## config.mk

```make
export PLATFORM = sky130hd
export DESIGN_NAME = mtbl_top
export DESIGN_NICKNAME = d
export VERILOG_FILES = /design/src/rtl/mtbl_pkg.sv /design/src/rtl/mtbl_staging.sv /design/src/rtl/mtbl_store.sv /design/src/rtl/mtbl_engine.sv /design/src/rtl/mtbl_top.sv
export SDC_FILE = /design/constraint.sdc
export NUM_CORES = 2
export LEC_CHECK = 0
export ABC_AREA = 1
export BUFFER_PORTS_ARGS = -buffer_cell sky130_fd_sc_hd__buf_2
export CAP_MARGIN = 15
export CELL_PAD_IN_SITES_DETAIL_PLACEMENT = 0
export CELL_PAD_IN_SITES_GLOBAL_PLACEMENT = 1
export CORE_MARGIN = 2
export CORE_UTILIZATION = 30
export DETAILED_ROUTE_END_ITERATION = 10
export PLACE_DENSITY = 0.56
export SLEW_MARGIN = 30
export SYNTH_ARGS = -nofsm -noshare
export SYNTH_HDL_FRONTEND = slang
export SYNTH_SLANG_ARGS = --single-unit
```

## constraint.sdc

```tcl
create_clock -name clk -period 3.1 [get_ports clk]
set_input_delay 0.93 -clock clk [delete_from_list [all_inputs] [get_ports clk]]
set_output_delay 0.93 -clock clk [all_outputs]
set_load 0.01 [all_outputs]
```

## src/rtl/mtbl_pkg.sv

```systemverilog
package mtbl_pkg;
  localparam int MAC_W = 48;
  localparam int VID_W = 12;
  localparam int AGE_W = 3;

  // command word fields
  localparam int CMD_START_BIT = 0;
  localparam int CMD_PORT_BIT  = 1;
  localparam int CMD_AGE_LSB   = 2;
  localparam int CMD_VID_LSB   = CMD_AGE_LSB + AGE_W;
  localparam int CMD_W         = CMD_VID_LSB + VID_W;

  localparam logic [1:0] SEL_ADDR_LO = 2'd0;
  localparam logic [1:0] SEL_ADDR_HI = 2'd1;
  localparam logic [1:0] SEL_CMD     = 2'd2;

  typedef struct packed {
    logic             valid;
    logic [MAC_W-1:0] mac;
    logic [VID_W-1:0] vid;
    logic             port;
    logic [AGE_W-1:0] age;
  } entry_t;

  typedef enum logic [1:0] {ST_IDLE, ST_SCAN, ST_COMMIT} eng_state_e;
endpackage

```

## src/rtl/mtbl_staging.sv

```systemverilog
module mtbl_staging
  import mtbl_pkg::*;
(
  input  logic             clk,
  input  logic             rst_n,
  input  logic             cfg_we,
  input  logic [1:0]       cfg_sel,
  input  logic [31:0]      cfg_wdata,
  output logic [MAC_W-1:0] stage_mac
);
  logic [15:0] lo_q;
  logic [31:0] hi_q;

  always_ff @(posedge clk or negedge rst_n) begin
    if (!rst_n) begin
      lo_q <= '0;
      hi_q <= '0;
    end else if (cfg_we) begin
      if (cfg_sel == SEL_ADDR_LO) lo_q <= cfg_wdata[15:0];
      if (cfg_sel == SEL_ADDR_HI) hi_q <= cfg_wdata;
    end
  end

  // octet 0 lands in the least significant byte
  assign stage_mac = {hi_q, lo_q};
endmodule

```

## src/rtl/mtbl_store.sv

```systemverilog
module mtbl_store
  import mtbl_pkg::*;
#(
  parameter int DEPTH = 16,
  parameter int IDX_W = $clog2(DEPTH)
) (
  input  logic             clk,
  input  logic             rst_n,
  input  logic             wr_en,
  input  logic [IDX_W-1:0] wr_idx,
  input  entry_t           wr_entry,
  input  logic [IDX_W-1:0] rd_idx,
  output logic             rd_valid,
  output logic [MAC_W-1:0] rd_mac,
  output logic [VID_W-1:0] rd_vid,
  input  logic [MAC_W-1:0] lk_mac,
  input  logic [VID_W-1:0] lk_vid,
  output logic             lk_hit,
  output logic             lk_port
);
  entry_t tbl_q [DEPTH];
  logic [DEPTH-1:0] hit_vec;
  logic [DEPTH-1:0] port_vec;

  always_ff @(posedge clk or negedge rst_n) begin
    if (!rst_n) begin
      for (int i = 0; i < DEPTH; i++) tbl_q[i] <= '0;
    end else if (wr_en) begin
      tbl_q[wr_idx] <= wr_entry;
    end
  end

  assign rd_valid = tbl_q[rd_idx].valid;
  assign rd_mac   = tbl_q[rd_idx].mac;
  assign rd_vid   = tbl_q[rd_idx].vid;

  // parallel compare for the frame-path lookup
  for (genvar g = 0; g < DEPTH; g++) begin : g_cmp
    assign hit_vec[g]  = tbl_q[g].valid && (tbl_q[g].age != '0) &&
                         (tbl_q[g].mac == lk_mac) && (tbl_q[g].vid == lk_vid);
    assign port_vec[g] = tbl_q[g].port;
  end

  assign lk_hit  = |hit_vec;
  assign lk_port = |(hit_vec & port_vec);
endmodule

```

## src/rtl/mtbl_engine.sv

```systemverilog
module mtbl_engine
  import mtbl_pkg::*;
#(
  parameter int DEPTH = 16,
  parameter int IDX_W = $clog2(DEPTH)
) (
  input  logic             clk,
  input  logic             rst_n,
  input  logic             cfg_we,
  input  logic [1:0]       cfg_sel,
  input  logic [CMD_W-1:0] cmd_word,
  input  logic [MAC_W-1:0] stage_mac,
  output logic [IDX_W-1:0] rd_idx,
  input  logic             rd_valid,
  input  logic [MAC_W-1:0] rd_mac,
  input  logic [VID_W-1:0] rd_vid,
  output logic             wr_en,
  output logic [IDX_W-1:0] wr_idx,
  output entry_t           wr_entry,
  output logic             busy,
  output logic             done,
  output logic             overflow
);
  localparam logic [IDX_W-1:0] LAST_IDX = IDX_W'(DEPTH - 1);

  eng_state_e       state_q;
  logic [MAC_W-1:0] op_mac_q;
  logic [VID_W-1:0] op_vid_q;
  logic             op_port_q;
  logic [AGE_W-1:0] op_age_q;
  logic [IDX_W-1:0] scan_idx_q, hit_idx_q, free_idx_q;
  logic             hit_found_q, free_found_q;
  logic             done_q, ovf_q;

  logic cmd_go, scan_match, scan_free;

  assign cmd_go     = cfg_we && (cfg_sel == SEL_CMD) && cmd_word[CMD_START_BIT] &&
                      (state_q == ST_IDLE);
  assign rd_idx     = scan_idx_q;
  assign scan_match = rd_valid && (rd_mac == op_mac_q) && (rd_vid == op_vid_q);
  assign scan_free  = !rd_valid;

  always_ff @(posedge clk or negedge rst_n) begin
    if (!rst_n) begin
      state_q      <= ST_IDLE;
      op_mac_q     <= '0;
      op_vid_q     <= '0;
      op_port_q    <= 1'b0;
      op_age_q     <= '0;
      scan_idx_q   <= '0;
      hit_idx_q    <= '0;
      free_idx_q   <= '0;
      hit_found_q  <= 1'b0;
      free_found_q <= 1'b0;
      done_q       <= 1'b0;
      ovf_q        <= 1'b0;
    end else begin
      case (state_q)
        ST_IDLE: begin
          if (cmd_go) begin
            op_mac_q     <= stage_mac;
            op_vid_q     <= cmd_word[CMD_VID_LSB +: VID_W];
            op_port_q    <= cmd_word[CMD_PORT_BIT];
            op_age_q     <= cmd_word[CMD_AGE_LSB +: AGE_W];
            scan_idx_q   <= '0;
            hit_found_q  <= 1'b0;
            free_found_q <= 1'b0;
            done_q       <= 1'b0;
            state_q      <= ST_SCAN;
          end
        end
        ST_SCAN: begin
          if (scan_match && !hit_found_q) begin
            hit_found_q <= 1'b1;
            hit_idx_q   <= scan_idx_q;
          end
          if (scan_free && !free_found_q) begin
            free_found_q <= 1'b1;
            free_idx_q   <= scan_idx_q;
          end
          if (scan_idx_q == LAST_IDX) state_q <= ST_COMMIT;
          else                        scan_idx_q <= scan_idx_q + 1'b1;
        end
        ST_COMMIT: begin
          if ((op_age_q != '0) && !hit_found_q && !free_found_q) ovf_q <= 1'b1;
          done_q  <= 1'b1;
          state_q <= ST_IDLE;
        end
        default: state_q <= ST_IDLE;
      endcase
    end
  end

  always_comb begin
    wr_en          = 1'b0;
    wr_idx         = hit_idx_q;
    wr_entry.valid = 1'b1;
    wr_entry.mac   = op_mac_q;
    wr_entry.vid   = op_vid_q;
    wr_entry.port  = op_port_q;
    wr_entry.age   = op_age_q;
    if (state_q == ST_COMMIT) begin
      if (op_age_q == '0) begin
        if (hit_found_q) begin
          wr_en    = 1'b1;
          wr_entry = '0;
        end
      end else if (hit_found_q) begin
        wr_en = 1'b1;
      end else if (free_found_q) begin
        wr_en  = 1'b1;
        wr_idx = free_idx_q;
      end
    end
  end

  assign busy     = (state_q != ST_IDLE);
  assign done     = done_q;
  assign overflow = ovf_q;
endmodule

```

## src/rtl/mtbl_top.sv

```systemverilog
module mtbl_top
  import mtbl_pkg::*;
#(
  parameter int DEPTH = 16
) (
  input  logic        clk,
  input  logic        rst_n,
  input  logic        cfg_we,
  input  logic [1:0]  cfg_sel,
  input  logic [31:0] cfg_wdata,
  output logic        cmd_busy,
  output logic        cmd_done,
  output logic        tbl_overflow,
  input  logic        lk_valid,
  output logic        lk_ready,
  input  logic [47:0] lk_mac,
  input  logic [11:0] lk_vid,
  output logic        rsp_valid,
  input  logic        rsp_ready,
  output logic        rsp_hit,
  output logic        rsp_port
);
  localparam int IDX_W = $clog2(DEPTH);

  logic [MAC_W-1:0] stage_mac;
  logic [IDX_W-1:0] rd_idx, wr_idx;
  logic             rd_valid, wr_en;
  logic [MAC_W-1:0] rd_mac;
  logic [VID_W-1:0] rd_vid;
  entry_t           wr_entry;
  logic             cmp_hit, cmp_port;
  logic             rsp_valid_q, rsp_hit_q, rsp_port_q;

  mtbl_staging u_stage (
    .clk(clk), .rst_n(rst_n), .cfg_we(cfg_we), .cfg_sel(cfg_sel),
    .cfg_wdata(cfg_wdata), .stage_mac(stage_mac)
  );

  mtbl_engine #(.DEPTH(DEPTH), .IDX_W(IDX_W)) u_eng (
    .clk(clk), .rst_n(rst_n), .cfg_we(cfg_we), .cfg_sel(cfg_sel),
    .cmd_word(cfg_wdata[CMD_W-1:0]), .stage_mac(stage_mac),
    .rd_idx(rd_idx), .rd_valid(rd_valid), .rd_mac(rd_mac), .rd_vid(rd_vid),
    .wr_en(wr_en), .wr_idx(wr_idx), .wr_entry(wr_entry),
    .busy(cmd_busy), .done(cmd_done), .overflow(tbl_overflow)
  );

  mtbl_store #(.DEPTH(DEPTH), .IDX_W(IDX_W)) u_store (
    .clk(clk), .rst_n(rst_n), .wr_en(wr_en), .wr_idx(wr_idx), .wr_entry(wr_entry),
    .rd_idx(rd_idx), .rd_valid(rd_valid), .rd_mac(rd_mac), .rd_vid(rd_vid),
    .lk_mac(lk_mac), .lk_vid(lk_vid), .lk_hit(cmp_hit), .lk_port(cmp_port)
  );

  // single response slot; a new query may enter as the old answer leaves
  assign lk_ready = !rsp_valid_q || rsp_ready;

  always_ff @(posedge clk or negedge rst_n) begin
    if (!rst_n) begin
      rsp_valid_q <= 1'b0;
      rsp_hit_q   <= 1'b0;
      rsp_port_q  <= 1'b0;
    end else if (lk_valid && lk_ready) begin
      rsp_valid_q <= 1'b1;
      rsp_hit_q   <= cmp_hit;
      rsp_port_q  <= cmp_port;
    end else if (rsp_ready) begin
      rsp_valid_q <= 1'b0;
    end
  end

  assign rsp_valid = rsp_valid_q;
  assign rsp_hit   = rsp_hit_q;
  assign rsp_port  = rsp_port_q;
endmodule

```

# Word-level counts from Yosys, hierarchy flattened
# Index checks and enable logic that the tools add are counted.
dict set report totals {
  register_bits 1173
  out_inout_bits 7
}
dict set report classes {
  n_addsub 1
  bitwise_logic 3
  muxes 32
  n_lt_le_gt_ge 3
  n_eq_ne 44
  n_reduce_logical 101
}
# operator count
set op_table {}
lappend op_table {{bitwise mux 1040 bit} 1}
lappend op_table {{equality test 48 bit} 17}
lappend op_table {{two-way mux 65 bit} 6}
lappend op_table {{binary-select mux 65 bit (select 4 bit)} 1}
lappend op_table {{demux 65 bit (select 4 bit)} 1}
lappend op_table {{equality test 12 bit} 17}
lappend op_table {{logical AND 1 bit} 59}
lappend op_table {{nonzero test 3 bit} 17}
lappend op_table {{OR reduction 16 bit} 2}
lappend op_table {{two-way mux 4 bit} 6}
lappend op_table {{AND 16 bit} 1}
lappend op_table {{AND reduction 2 bit} 8}
lappend op_table {{greater-or-equal comparator 5 bit (second input constant)} 2}
lappend op_table {{two-way mux 1 bit} 10}
lappend op_table {{NOT 4 -> 5 bit} 2}
lappend op_table {{AND reduction 3 bit} 3}
lappend op_table {{inequality test 2 x 1 -> 1 bit (second input constant)} 4}
lappend op_table {{case mux 4 bit (2 select lines)} 1}
lappend op_table {{nonzero test 2 bit} 4}
lappend op_table {{case mux 1 bit (2 select lines)} 3}
lappend op_table {{less-than comparator 5 x 1 -> 1 bit (second input constant)} 1}
lappend op_table {{adder 4 x 1 -> 4 bit (second input constant)} 1}
lappend op_table {{equality test 2 x 1 -> 1 bit (second input constant)} 2}
lappend op_table {{equality test 2 bit (second input constant)} 2}
lappend op_table {{8 further kinds} 13}

# Logic depth before layout (Yosys ltp)
dict set report logic_depth {
  word_depth 10
  ltp_mapped 20
  ltp_nobuf 17
}

# Modules after synthesis
# A second synthesis with hierarchy kept.
dict set report hier_totals {
  hier_cells 9784
  area_unflattened_um2 67449.7
}
# module cells_each seq_area_each_um2 instances area_per_inst_um2
set by_module_without_submodules {}
lappend by_module_without_submodules {mtbl_store 8855 26025.0 1 60695.7}
lappend by_module_without_submodules {mtbl_engine 703 2052.0 1 4652.0}
lappend by_module_without_submodules {mtbl_staging 213 1201.2 1 1971.9}
lappend by_module_without_submodules {mtbl_top 13 75.1 1 130.1}

# Worst setup path before layout
# Ideal clock, no wire load.
dict set report synth_timing {
  path_kind {input to register}
  start {in lk_mac[16]}
  end {reg rsp_port_q (netlist: rsp_port)}
  setup_time_ns 0.071
  path_stages 14
  arrival_time_ns 2.516
  slack_ns 0.513
  path_buffers 2
  t_required_ns 3.029
  cell_sequence {clkbuf_1 > clkbuf_1 > o22ai_1 > nor2_1 > nand3_1 > nor2_1 > nand2_1 > nor3_1 > nand3_1 > nand2_1 > inv_1 > nand2_1 > nor2_1 > nor2_1}
}
dict set report synth_between {
  elab_chain_len 5
}
# item line_no
set synth_rtl {}
lappend synth_rtl {{from (decl)} mtbl_top.sv:16} ;# input logic [47:0] lk_mac,
lappend synth_rtl {{equality test 48 bit} mtbl_store.sv:40} ;# (tbl_q[g].mac == lk_mac) && (tbl_q[g].vid == lk_vid);
lappend synth_rtl {{logical AND 1 bit} mtbl_store.sv:39} ;# assign hit_vec[g] = tbl_q[g].valid && (tbl_q[g].age != '0) &&
lappend synth_rtl {{logical AND 1 bit} mtbl_store.sv:40}
lappend synth_rtl {{AND 16 bit (*)} mtbl_store.sv:45} ;# assign lk_port = |(hit_vec & port_vec);
lappend synth_rtl {{OR reduction 16 bit (*)} mtbl_store.sv:45}
lappend synth_rtl {{to (signal assigned)} mtbl_top.sv:64} ;# rsp_port_q <= cmp_port;
lappend synth_rtl {{to (decl)} mtbl_top.sv:32} ;# logic rsp_valid_q, rsp_hit_q, rsp_port_q;
# Every way passes the cells marked *; elsewhere a longest branch is shown, timed or not.
# A chain may end at the register's enable or synchronous reset.

# Final worst setup path
dict set report layout_timing {
  start {reg u_eng.scan_idx_q[0] (netlist: u_eng.rd_idx[0])}
  end {reg u_eng.hit_idx_q[2]}
}
dict set report layout_between {
  elab_chain_len 9
}
# item line_no
set layout_rtl {}
lappend layout_rtl {{from (decl)} mtbl_engine.sv:31} ;# logic [IDX_W-1:0] scan_idx_q, hit_idx_q, free_idx_q;
lappend layout_rtl {{from (signal assigned)} mtbl_engine.sv:82} ;# else scan_idx_q <= scan_idx_q + 1'b1;
lappend layout_rtl {{NOT 4 -> 5 bit (implied by the code) (*)} {mtbl_store.sv:33, mtbl_store.sv:34, mtbl_store.sv:35}}
lappend layout_rtl {{binary-select mux 65 bit (select 4 bit) (*)} {mtbl_store.sv:33, mtbl_store.sv:34, mtbl_store.sv:35}}
lappend layout_rtl {{two-way mux 65 bit (implied by the code) (*) (2 in a row)} mtbl_store.sv:33} ;# assign rd_valid = tbl_q[rd_idx].valid;
lappend layout_rtl {{equality test 48 bit} mtbl_engine.sv:40} ;# assign scan_match = rd_valid && (rd_mac == op_mac_q) && (rd_vid == op_vid_q);
lappend layout_rtl {{logical AND 1 bit} mtbl_engine.sv:40}
lappend layout_rtl {{logical AND 1 bit (*)} mtbl_engine.sv:40}
lappend layout_rtl {{logical AND 1 bit (*)} mtbl_engine.sv:73} ;# if (scan_match && !hit_found_q) begin
lappend layout_rtl {{AND reduction 2 bit (no source line) (*)} -}
lappend layout_rtl {{to (signal assigned)} mtbl_engine.sv:75} ;# hit_idx_q <= scan_idx_q;
lappend layout_rtl {{to (decl)} mtbl_engine.sv:31}
# Every way passes the cells marked *; elsewhere a longest branch is shown, timed or not. The select of a mux whose other input is x is not followed.

==> results by group <==
Floorplanning
  • I/O Pins: 106
  • Core Rows: 171
  • Die W: 470.5 µm
  • Core area: 216700 µm²
  • Die Span Y: 470.5 µm
  • Initial Utilization: 0.3012
  • DIE AREA: 221400 µm²

Final layout
  • Fillers: 22780
  • Nets: 10430
  • Fraction of layout instances using a drive strength above 1: 0.1993
  • Most frequent cells in the layout: 2991 x nand2_1, 1377 x o21ai_0, 1253 x buf_4
  • Most common cell after layout, fill and taps aside: nand2_1
  • Multi-input gate area: 31710 µm²
  • Area growth, synth to finish: 35.61%
  • Reg area: 29360 µm²
  • Final Core Density: 0.4084

Place
  • PortBufs: 105
  • GPL Wtd Cong: 1.154
  • Final HPWL DP: 474900 µm

Yosys
  • Synth unique cells: 41
  • Sequential area share after synthesis: 0.4496
  • Main synth FF type: dfrtp_1
  • FFs w/ async S/R, synth: 1.000
  • Synth Net Count: 9257
  • Cells after Synth: 9157
  • Number of flops mapped to enable cells by yosys: 0
  • Synthesized cell area: 65280 µm²
  • Ys Warns: 0
  • Avg Inst Size Synth: 7.129 µm²
  • Number of synthesized register bits: 1173

Clock network
  • Root buffer cell: clkbuf_16
  • Clock slew at reported path FFs: 0.06 ns
  • Clock Path Buffers: 3
  • Clock Latency Late Sink: 0.85 ns
  • CTS sink count: 1173
  • CTS tree: yes
  • H-tree levels: 4
  • Number of buffers created by CTS: 154

GRT
  • Vias in the first global route: 73860
  • GRT Util Overall: 0.5247
  • Largest net degree at the start of global routing: 109
  • Initial antenna violation count: 95
  • Total grt overflow: 0
  • Global-route wire length before repair: 760400 µm

Timing
  • Setup TNS: -1.481 ns
  • Clk_skew: 0.04587 ns
  • Worst setup margin: -0.2881 ns
  • Count of final hold-check violations: 0
  • Final Critical Period: 3.388 ns
  • Worst slew pin tran: 0.9761 ns
  • Setup-failing EPs final: 7
  • Fmax: 295.2 MHz
  • Final Slew Violations: 0
  • Post-route clock period utilization: 1.093
  • RSZ-0062 raised after global routing: yes
  • Relative slew slack: 0.3446

Worst setup path
  • Arr. time, crit path: 4.12 ns
  • CP required: 3.83 ns
  • Critical path peak fanout: 14
  • FF-to-FF path depth: 18
  • Worst setup path class: flip-flop to flip-flop
  • CP endpoint kind: flip-flop
  • CP startpoint kind: flip-flop

Detailed routing
  • DRT iter0 DRCs: 15430
  • Routed Antenna Nets: 0
  • First-pass detailed-route iteration total: 9
  • Total Routed Length: 597700 µm
  • Via density: 6.104
  • Vias: 81610
  • Residual DRC: 0
  • DR WL/cell: 44.71 µm

Power and ir drop
  • LEAKAGE: 40.39 nW
  • Maximum vdd drop: 0.5687 mV
  • Total power: 69.71 mW
  • Pwr dens: 787.5 nW/µm²

Run
  • Maxcap violations: 0

Status
  • Failing checks: negative setup slack
  • Outcome: complete, but fails checks

Hold path
  • Tightest Hold Check Type: primary input to flip-flop
  • WHS Path Cells: 3
-- worst paths after layout --
kind                             startpoint            endpoint  slack (ns)
setup reg to reg            u_eng.rd_idx[0]  u_eng.hit_idx_q[2]       -0.29
setup / recovery            u_eng.rd_idx[0]  u_eng.hit_idx_q[2]       -0.29
hold / removal                     lk_valid           rsp_valid        0.28
hold reg to reg            u_stage.lo_q[14]  u_eng.op_mac_q[14]        0.47
min in group asynchronous             rst_n  u_store.tbl_q[529]        0.64
max in group asynchronous             rst_n  u_store.tbl_q[508]        1.18
-- sequential cells by signal, indices dropped and copies added, names as in the netlist --
| register | count |
|---|---|
| u_eng.op_port_q | 1 |
| u_stage.hi_q | 32 |
| u_eng.hit_idx_q | 4 |
| u_eng.op_vid_q | 12 |
| rsp_hit | 1 |
| u_eng.overflow | 1 |
| u_eng.done | 1 |
| u_store.port_vec | 16 |
| u_stage.lo_q | 16 |
| u_store.tbl_q | 1024 |
| rsp_valid | 1 |
| rsp_port | 1 |
| u_eng.op_mac_q | 48 |
| u_eng.hit_found_q | 1 |
| u_eng.state_q | 2 |
| u_eng.rd_idx | 4 |
| u_eng.free_found_q | 1 |
| u_eng.op_age_q | 3 |
| u_eng.free_idx_q | 4 |
-- layout make-up --
type | count | area share
multi-input cells | 6744 | 0.3582
flip-flops and latches | 1173 | 0.3317
repair buffers | 1667 | 0.1811
clock buffers | 227 | 0.05128
well taps | 2854 | 0.04034
inverters | 593 | 0.02551
clock inverters | 54 | 0.01029
diodes | 57 | 0.001611
-- layer usage --
metal,GRT usage,wire length [µm],part of all wire,vias up
met5,0,290,0.00049,-
met4,0.4556,65400,0.11,42
met3,0.1729,76310,0.13,1737
met2,0.7237,235000,0.39,7042
met1,0.6527,220700,0.37,40510
li1,-,-,-,32280
-- what timing repair did --
item / 4_1_cts / 5_1_grt
pin swaps: 11 / 19
buffers inserted: 13 / 2
cloned: 6 / 4
setup endpoints to repair: 5 / 494
hold buffers: 0 / 1
endpoints found under the hold margin: 0 / 1
resized for setup: 125 / 67
-- cell families (layout without fill, tap and decap cells) --
| family | Yosys count | in the layout | share of synthesized area |
|---|---|---|---|
| AND/OR/NAND/NOR | 4466 | 4466 | 0.2717 |
| AO/OA/AOI/OAI | 1997 | 1997 | 0.1659 |
| buffers and inverters | 1240 | 2541 | 0.07437 |
| flip-flops | 1173 | 1173 | 0.4496 |
| XOR/XNOR | 265 | 265 | 0.03555 |
| multiplexers | 15 | 15 | 0.002587 |
| adder cells (fa/ha/maj) | 1 | 1 | 0.0001916 |
| other | 0 | 57 | 0 |
-- power breakdown --
part	leakage (nW)	switching (mW)	internal, mW
Combinational	21.6	22.7	9.73
Clock	2.64	8.40	11.4
Sequential	16.2	1.43	16.1
-- synthesized netlist by cell type (all sizes together), types with 2 or more instances --
cell / instances / share of area
clkinv: 19 / 0.0011
mux2: 15 / 0.0026
o22ai: 398 / 0.038
and3: 4 / 0.00038
a21boi: 2 / 0.00023
o2111ai: 10 / 0.0013
or2: 10 / 0.00096
nor2: 769 / 0.044
inv: 574 / 0.033
a22o: 19 / 0.0025
nor4: 4 / 0.00038
xor2: 74 / 0.0099
o21ai: 1393 / 0.11
o211ai: 72 / 0.0083
dfrtp: 1173 / 0.45
a21oi: 89 / 0.0068
buf: 213 / 0.015
nand3: 517 / 0.040
nor3: 26 / 0.0021
o221ai: 4 / 0.00054
xnor2: 191 / 0.026
nand2: 3054 / 0.18
nand3b: 19 / 0.0022
clkbuf: 434 / 0.025
nand4: 63 / 0.0060
a211oi: 5 / 0.00058
-- worst max-delay path, cell delays in order, from the launching register on --
cell and delay, ns:
dfrtp_4 0.55, buf_12 0.19, buf_6 0.17, buf_16 0.17, o21ai_0 0.38, nand2_1 0.10
nand3_1 0.08, nand2_1 0.13, nand3_1 0.17, nand2_1 0.15, nor2_2 0.14, nand2_2 0.13
nor2_2 0.15, nand2_2 0.07, nor2_4 0.22, buf_12 0.16, nand3_4 0.10, nand2_1 0.10
nand2_1 0.07
-- stage by stage --
stage	setup slack, ns	hold WS (ns)	cells	cell area [µm²]
global placement	-0.9684	0.4601	13010	81800
global route	-0.2296	0.2843	13340	88450
detailed placement	-0.8535	0.4647	13010	81810
floorplan	0.5130	0.4364	9157	65280
CTS	-0.1285	0.01022	13310	88040
finish	-0.2881	0.2778	13370	88520
(Power assumes the default switching activity.)
